==> config.mk <==
export PLATFORM = sky130hd
export DESIGN_NAME = tmr_fa_guard
export DESIGN_NICKNAME = d
export VERILOG_FILES = /design/src/rtl/tmr_fa_pkg.sv /design/src/rtl/tmr_fa_copy.sv /design/src/rtl/tmr_fa_voter.sv /design/src/rtl/tmr_fa_log.sv /design/src/rtl/tmr_fa_guard.sv
export SDC_FILE = /design/constraint.sdc
export NUM_CORES = 1
export LEC_CHECK = 0
export ABC_AREA = 1
export BUFFER_PORTS_ARGS = -buffer_cell sky130_fd_sc_hd__buf_2
export CAP_MARGIN = 20
export CORE_MARGIN = 5
export CORE_UTILIZATION = 45
export DETAILED_ROUTE_END_ITERATION = 16
export PLACE_DENSITY = 0.86
export SETUP_SLACK_MARGIN = 0.15
export SYNTH_ARGS = -nofsm -noshare
export SYNTH_HDL_FRONTEND = slang
export SYNTH_SLANG_ARGS = --single-unit
==> constraint.sdc <==
create_clock -name clk -period 3.06 [get_ports clk]
set_input_delay 0.153 -clock clk [delete_from_list [all_inputs] [get_ports clk]]
set_output_delay 0.153 -clock clk [all_outputs]
set_load 0.02 [all_outputs]
==> src/rtl/tmr_fa_pkg.sv <==
package tmr_fa_pkg;
    localparam int NCOPY  = 3;
    localparam int MODE_W = 2;
    localparam int SYN_W  = 2;
    localparam int INJ_W  = NCOPY * MODE_W;
    localparam int LOG_W  = 3 * NCOPY;

    typedef enum logic [MODE_W-1:0] {
        INJ_PASS = 2'b00,
        INJ_LOW  = 2'b01,
        INJ_HIGH = 2'b10,
        INJ_FLIP = 2'b11
    } inj_mode_e;

    typedef struct packed {
        logic [NCOPY-1:0] mod_f;
        logic [NCOPY-1:0] car_f;
        logic [NCOPY-1:0] sum_f;
    } flag_log_t;

    function automatic logic apply_inj(input logic v, input inj_mode_e m);
        logic r;
        case (m)
            INJ_LOW:  r = 1'b0;
            INJ_HIGH: r = 1'b1;
            INJ_FLIP: r = ~v;
            default:  r = v;
        endcase
        return r;
    endfunction
endpackage

==> src/rtl/tmr_fa_copy.sv <==
module tmr_fa_copy
    import tmr_fa_pkg::*;
(
    input  logic              op_a,
    input  logic              op_b,
    input  logic              op_c,
    input  logic              op_d,
    input  logic [MODE_W-1:0] sum_mode,
    input  logic [MODE_W-1:0] car_mode,
    output logic              sum_y,
    output logic              car_y,
    output logic              aux_x,
    output logic              aux_xn
);
    logic sum_raw;
    logic car_raw;

    always_comb begin
        sum_raw = op_a ^ op_b ^ op_c ^ op_d;
        car_raw = (op_a & op_b) | (op_b & op_c) | (op_a & op_c);
        sum_y   = apply_inj(sum_raw, inj_mode_e'(sum_mode));
        car_y   = apply_inj(car_raw, inj_mode_e'(car_mode));
        aux_x   = op_a ^ op_b;
        aux_xn  = ~(op_a ^ op_c);
    end
endmodule

==> src/rtl/tmr_fa_voter.sv <==
module tmr_fa_voter
    import tmr_fa_pkg::*;
(
    input  logic [NCOPY-1:0] vote_in,
    output logic             vote_q,
    output logic [SYN_W-1:0] syn,
    output logic [NCOPY-1:0] culprit
);
    always_comb begin
        vote_q = (vote_in[0] & vote_in[1]) |
                 (vote_in[1] & vote_in[2]) |
                 (vote_in[0] & vote_in[2]);
        syn[1] = vote_in[1] ^ vote_in[2];
        syn[0] = vote_in[0] ^ vote_in[2];
        culprit = '0;
        case (syn)
            2'b01:   culprit[0] = 1'b1;
            2'b10:   culprit[1] = 1'b1;
            2'b11:   culprit[2] = 1'b1;
            default: culprit = '0;
        endcase
    end
endmodule

==> src/rtl/tmr_fa_log.sv <==
module tmr_fa_log
    import tmr_fa_pkg::*;
(
    input  logic             clk,
    input  logic             rst_n,
    input  logic             in_valid,
    input  logic             log_clr,
    input  flag_log_t        flags,
    output logic [LOG_W-1:0] log_out
);
    flag_log_t log_d, log_q;

    always_comb begin
        log_d = log_q;
        if (log_clr) begin
            log_d = '0;
        end else if (in_valid) begin
            log_d.sum_f = log_q.sum_f | flags.sum_f;
            log_d.car_f = log_q.car_f | flags.car_f;
            log_d.mod_f = log_q.mod_f | flags.mod_f;
        end
    end

    always_ff @(posedge clk) begin
        if (!rst_n) log_q <= '0;
        else        log_q <= log_d;
    end

    assign log_out = log_q;
endmodule

==> src/rtl/tmr_fa_guard.sv <==
module tmr_fa_guard
    import tmr_fa_pkg::*;
(
    input  logic             clk,
    input  logic             rst_n,
    input  logic             a,
    input  logic             b,
    input  logic             cin,
    input  logic [INJ_W-1:0] sum_inj,
    input  logic [INJ_W-1:0] carry_inj,
    input  logic             in_valid,
    input  logic             log_clr,
    output logic             sum_o,
    output logic             carry_o,
    output logic [NCOPY-1:0] aux_r,
    output logic [NCOPY-1:0] aux_s,
    output logic [3:0]       report,
    output logic [NCOPY-1:0] sum_fault,
    output logic [NCOPY-1:0] carry_fault,
    output logic [NCOPY-1:0] module_fault,
    output logic [LOG_W-1:0] fault_log
);
    logic [NCOPY-1:0] copy_sum;
    logic [NCOPY-1:0] copy_car;
    logic [SYN_W-1:0] sum_syn;
    logic [SYN_W-1:0] car_syn;
    flag_log_t        flags_now;

    for (genvar k = 0; k < NCOPY; k++) begin : g_copy
        tmr_fa_copy u_copy (
            .op_a     (a),
            .op_b     (b),
            .op_c     (cin),
            .op_d     (1'b0),
            .sum_mode (sum_inj[k*MODE_W +: MODE_W]),
            .car_mode (carry_inj[k*MODE_W +: MODE_W]),
            .sum_y    (copy_sum[k]),
            .car_y    (copy_car[k]),
            .aux_x    (aux_r[k]),
            .aux_xn   (aux_s[k])
        );
    end

    tmr_fa_voter u_sum_vote (
        .vote_in (copy_sum),
        .vote_q  (sum_o),
        .syn     (sum_syn),
        .culprit (sum_fault)
    );

    tmr_fa_voter u_car_vote (
        .vote_in (copy_car),
        .vote_q  (carry_o),
        .syn     (car_syn),
        .culprit (carry_fault)
    );

    always_comb begin
        report          = {sum_syn, car_syn};
        module_fault    = sum_fault & carry_fault;
        flags_now.sum_f = sum_fault;
        flags_now.car_f = carry_fault;
        flags_now.mod_f = module_fault;
    end

    tmr_fa_log u_log (
        .clk      (clk),
        .rst_n    (rst_n),
        .in_valid (in_valid),
        .log_clr  (log_clr),
        .flags    (flags_now),
        .log_out  (fault_log)
    );
endmodule

# Word level (Yosys, flattened, before mapping)
# Index checks and enable logic that the tools add are counted.
# Widths: inputs -> output; s select.
dict set report word_totals {
  reg_bits 9
  latchBits 0
  ram_bits 0
  rom_bits 0
  in_bits 19
  output_inout_bits 30
  wordCells 70
  n_memories 0
}
dict set report op_classes {
  addsub 0
  n_mul 0
  div_mod_pow 0
  magnitude_cmp 0
  eq_ne 24
  n_shift 0
  n_mux 12
  bitwise 30
  n_reduce_logical 1
}
# operator count
set op_table {}
lappend op_table {{$eq 2x2->1 const B} 16}
lappend op_table {{$pmux 1 s3} 6}
lappend op_table {{$eq 2x1->1 const B} 8}
lappend op_table {{$and 1x1->1} 9}
lappend op_table {{$or 3x3->3} 3}
lappend op_table {{$xor 1x1->1} 7}
lappend op_table {{$mux 1} 6}
lappend op_table {{$or 1x1->1} 6}
lappend op_table {{$not 1->1} 4}
lappend op_table {{$and 3x3->3} 1}
lappend op_table {{$reduce_or 2->1} 1}

# Logic depth before layout (Yosys ltp)
dict set report depth {
  ltp_word 10
  ltp_mapped 11
  mapped_depth_nobuf 10
}

# Hierarchy
# Synthesis repeated with hierarchy kept, for this count alone.
dict set report unflattened {
  cells_unflattened 116
  area_unflattened_um2 750.7
}
# mod n_inst cells_per_inst area_per_inst_um2 seq_area_each_um2
set by_module_without_submodules {}
lappend by_module_without_submodules {tmr_fa_log 1 39 314.1 180.2}
lappend by_module_without_submodules {tmr_fa_copy 3 16 97.6 0.0}
lappend by_module_without_submodules {tmr_fa_voter 2 11 58.8 0.0}
lappend by_module_without_submodules {tmr_fa_guard 1 7 26.3 0.0}

# Least setup slack after synthesis
# No wires, ideal clock.
dict set report synth_timing {
  kind {input to output}
  startpoint {input port a}
  endpoint {output port module_fault[0]}
  arrival_ns 1.911
  required_ns 2.907
  path_slack_ns 0.996
  path_stages 8
  path_buffers 1
  cell_sequence {fa_1 -> buf_6 -> inv_2 -> nand2_2 -> nand2_2 -> nand2_1 -> nand2_2 -> nor4_1}
}
dict set report synth_between {
  word_cells_on_any_way 23
  classes_between {2 x eq/ne; 8 x mux; 13 x bitwise}
}
# item line
set synth_lines {}
lappend synth_lines {{from (decl)} tmr_fa_guard.sv:6} ;# input logic a,
lappend synth_lines {{$xor 1x1->1 (*) (2 in a row)} tmr_fa_copy.sv:19} ;# sum_raw = op_a ^ op_b ^ op_c ^ op_d;
lappend synth_lines {{$not 1->1} tmr_fa_pkg.sv:26} ;# INJ_FLIP: r = ~v;
lappend synth_lines {{$pmux 1 s3} tmr_fa_pkg.sv:23} ;# case (m)
lappend synth_lines {{$xor 1x1->1 (*)} tmr_fa_voter.sv:13} ;# syn[1] = vote_in[1] ^ vote_in[2];
lappend synth_lines {{via report[3]} tmr_fa_guard.sv:17} ;# output logic [3:0] report,
lappend synth_lines {{$eq 2x1->1 (*)} tmr_fa_voter.sv:16} ;# case (syn)
lappend synth_lines {{$mux 1 (*)} tmr_fa_voter.sv:16}
lappend synth_lines {{$and 3x3->3 (*)} tmr_fa_guard.sv:60} ;# module_fault = sum_fault & carry_fault;
lappend synth_lines {{to (decl)} tmr_fa_guard.sv:20} ;# output logic [NCOPY-1:0] module_fault,
# The timed path passes the listed nets; every way through them passes the cells marked *.

# Worst setup path in the final report
dict set report layout_timing {
  startpoint {input port a}
  endpoint {output port module_fault[2]}
}
dict set report layout_between {
  elab_chain_len 9
  word_cells_on_any_way 23
  classes_between {2 x eq/ne; 8 x mux; 13 x bitwise}
}
# item line
set layout_lines {}
lappend layout_lines {{$and 1x1->1} tmr_fa_copy.sv:20} ;# car_raw = (op_a & op_b) | (op_b & op_c) | (op_a & op_c);
lappend layout_lines {{$or 1x1->1 (2 in a row)} tmr_fa_copy.sv:20}
lappend layout_lines {{$not 1->1} tmr_fa_pkg.sv:26}
lappend layout_lines {{$pmux 1 s3} tmr_fa_pkg.sv:23}
lappend layout_lines {{$xor 1x1->1 (on tied branches)} {tmr_fa_voter.sv:14, tmr_fa_voter.sv:13}}
lappend layout_lines {{$eq 2x2->1} tmr_fa_voter.sv:16}
lappend layout_lines {{$mux 1} tmr_fa_voter.sv:16}
lappend layout_lines {{$and 3x3->3 (*)} tmr_fa_guard.sv:60}
# Mark *: on every way between the ends. The rest lies on a longest branch, timed or not.

==> impl_metrics.toml <==
[yosys]
synth.avg_cell_area_um2 = 6.49
mappedNetlistArea_um2 = 778
synth.ff_latch_count = 9
post_synth_inst_count = 120
synthesis.nets = 142
yosys.area.top_type = "sky130_fd_sc_hd__dfxtp_1"
netlist_top_cells_area = "sky130_fd_sc_hd__dfxtp_1 (23%), sky130_fd_sc_hd__nand2_1 (17%), sky130_fd_sc_hd__inv_1 (9.2%)"
post_synth_num_cell_types = 23
ys_warn_count = 0
yosys.area.top_type_share = 0.232
synth-seq-area-share = 0.232

[final_layout]
fin_util = 0.588
largest_register_ff_count = 9
antenna_cells = 0
area_growth_syn_to_layout_pct = 27.7
drive_gt1_frac = 0.460
design.final.nets = 186

[timing]
maxSlewHeadroom = 0.751
fin_clk_skew_ps = 0
finalMaxSlewViolations = 0
worst-slew-pin-transition_ps = 373
setup_repair_after_global_routing_missed_its_margin = "no"
hold_slack_ps = 199
achievable-frequency_mhz = 470
period_share = 0.695
finalCriticalPeriod_ps = 2130
hold_viol_final = 0
timing.setup.tns_ps = 0
timing.final.setup_violations = 0

[setup_path]
critical_path.endpoint_type = "output port"
cpPeakStageDelay_ps = 770
worst-setup-path-type = "in -> out"
critical_path.slowest_cell = "sky130_fd_sc_hd__fa_1"
worstPathRequired_ps = 2910
critical_path_peak_fanout = 10
crit_chain = "buf_2 -> fa_1 -> inv_2 -> nand2_2 -> nand2_2 -> nand2_2 -> nand2_4 -> nor4_1 -> buf_2"
worst_endpoint_data_arrival_time_ps = 1970
critPathMostFrequentCell = "sky130_fd_sc_hd__nand2_2"
timing.critical_path.from_type = "input pin"

[routing]
wl_per_cell_um = 10.8
postRouteAntennaNets = 0
first_pass_iters = 6
wirelength_um = 1950
dr_drc_count = 0
dr.first_iter.drc_count = 9
dr_total_vias = 841
via_per_inst = 4.67

[grt]
via_count_of_the_first_global_routing_pass = 812
first_pass_grt_wire_length_um = 3170
grt_overflow_total = 0
grt_antenna_before_repair = 0
grt_start_max_net_pins = 11
grt_overall_usage = 0.159

[die]
chipHeight_um = 51.6
row_count = 15
die_width_um = 51.6
design.die.area_mm2 = 0.00266
io_pins = 49
core_mm2 = 0.00169
floorplan.initialDensity = 0.461

[place]
detailed_place_hpwl_um = 1670
place.port_buffers = 48
gp_congestion = 0.859

[power_and_ir_drop]
power-per-cell-area_mw_per_mm2 = 485
finalPower_uw = 482
irDropWorstVdd_mv = 0.242
power.leakage_uw = 0.000576

[outcome]
outcome = "complete, no violations"

[clock_network]
gates_resized_cts_repair = 0
cts.root.buffer_cell = "sky130_fd_sc_hd__clkbuf_4"
cts_setup_buffers = 0
cts.hold.buffers_added = 0
worst_skew_pair.late_latency_ps = 260
cts_buffers = 3
cts_tree = "built"
ctsHtreeMaxLevel = 1
cts_sinks = 9
cts.reportedPaths.clkPinSlew_ps = 60
max-clock-path-buffers = 2

[run]
max_capacitance_violation_total = 0

[hold_path]
worstHoldPathType = "in -> reg"
-- Yosys cell counts, drive strengths merged --
cell type / number
o21ba: 1
nor2: 8
a21boi: 2
o21ai: 6
nand3: 2
nand2: 47
nor4: 2
inv: 22
fa: 1
buf: 9
a21oi: 8
nor3: 1
ha: 2
dfxtp: 9
-- cell type report --
type,count,area [um^2]
clock buffer,4,26.3
fill,181,696
inverter,22,82.6
multi-input combinational,80,443
sequential,9,180
tap,17,21.3
timing repair buffer,48,240
-- logic make-up (layout without fill, tap and decap cells) --
family | after synthesis | after routing | synth area share
and+or+nand+nor | 60 | 60 | 0.375
DFF | 9 | 9 | 0.232
AOI/OAI and AO/OA | 17 | 17 | 0.137
adders and majority gates | 3 | 3 | 0.0579
buffers and inverters | 31 | 74 | 0.199
-- layout by cell type (no fill, tap or decap), types with 2 or more instances in the layout --
cell type,netlist,final
sky130_fd_sc_hd__ha_1,2,2
sky130_fd_sc_hd__buf_2,1,48
sky130_fd_sc_hd__a21boi_0,2,2
sky130_fd_sc_hd__dfxtp_1,9,9
sky130_fd_sc_hd__nand2_1,36,36
sky130_fd_sc_hd__nand2_4,2,2
sky130_fd_sc_hd__nand3_1,2,2
sky130_fd_sc_hd__nor2_2,5,5
sky130_fd_sc_hd__nand2_2,9,9
sky130_fd_sc_hd__o21ai_2,3,3
sky130_fd_sc_hd__o21ai_0,2,2
sky130_fd_sc_hd__nor2_1,2,2
sky130_fd_sc_hd__inv_2,3,3
sky130_fd_sc_hd__nor4_1,2,2
sky130_fd_sc_hd__a21oi_1,8,8
sky130_fd_sc_hd__inv_1,19,19
sky130_fd_sc_hd__clkbuf_4,0,3
-- worst max-delay path, delay by kind of cell --
kind / cells / cell delay (ps)
buffers and inverters: 3 / 430
AND/OR/NAND/NOR: 5 / 610
adder cells (fa/ha/maj): 1 / 770
-- where the power goes --
part           total, uW  internal, uW  switching [uW]  leakage (uW)
clock               93.2          50.3            42.8     0.0000150
sequential           125           122            2.14     0.0000730
combinational        264          85.2             179      0.000488
total                482           258             224      0.000576
-- layer usage --
layer	part of all wire	up-vias	track usage	routed length (um)
met3	0.080	6	0.0573	155
met4	0.025	0	0.0742	49
met5	0	-	0	0
met2	0.55	28	0.311	1070
li1	-	443	-	-
met1	0.34	364	0.140	669
-- worst paths after layout --
| check | from | to | slack, ps | cells past startpoint |
|---|---|---|---|---|
| setup / recovery | a | module_fault[2] | 930 | 9 |
| hold reg to reg | u_log.log_out[2]$_SDFFE_PP0P_ | u_log.log_out[2]$_SDFFE_PP0P_ | 440 | 2 |
| hold / removal | in_valid | u_log.log_out[3]$_SDFFE_PP0P_ | 200 | 3 |
| setup reg to reg | u_log.log_out[1]$_SDFFE_PP0P_ | u_log.log_out[1]$_SDFFE_PP0P_ | 2450 | 1 |
-- through the flow --
stage               setup slack, ps  instances  cell area, um^2
floorplan                       996        120              778
global placement                966        176              967
detailed placement              940        176              967
CTS                             926        180              993
global route                    825        180              993
finish                          934        180              993
Note: power is estimated with default switching activity, not from simulation.
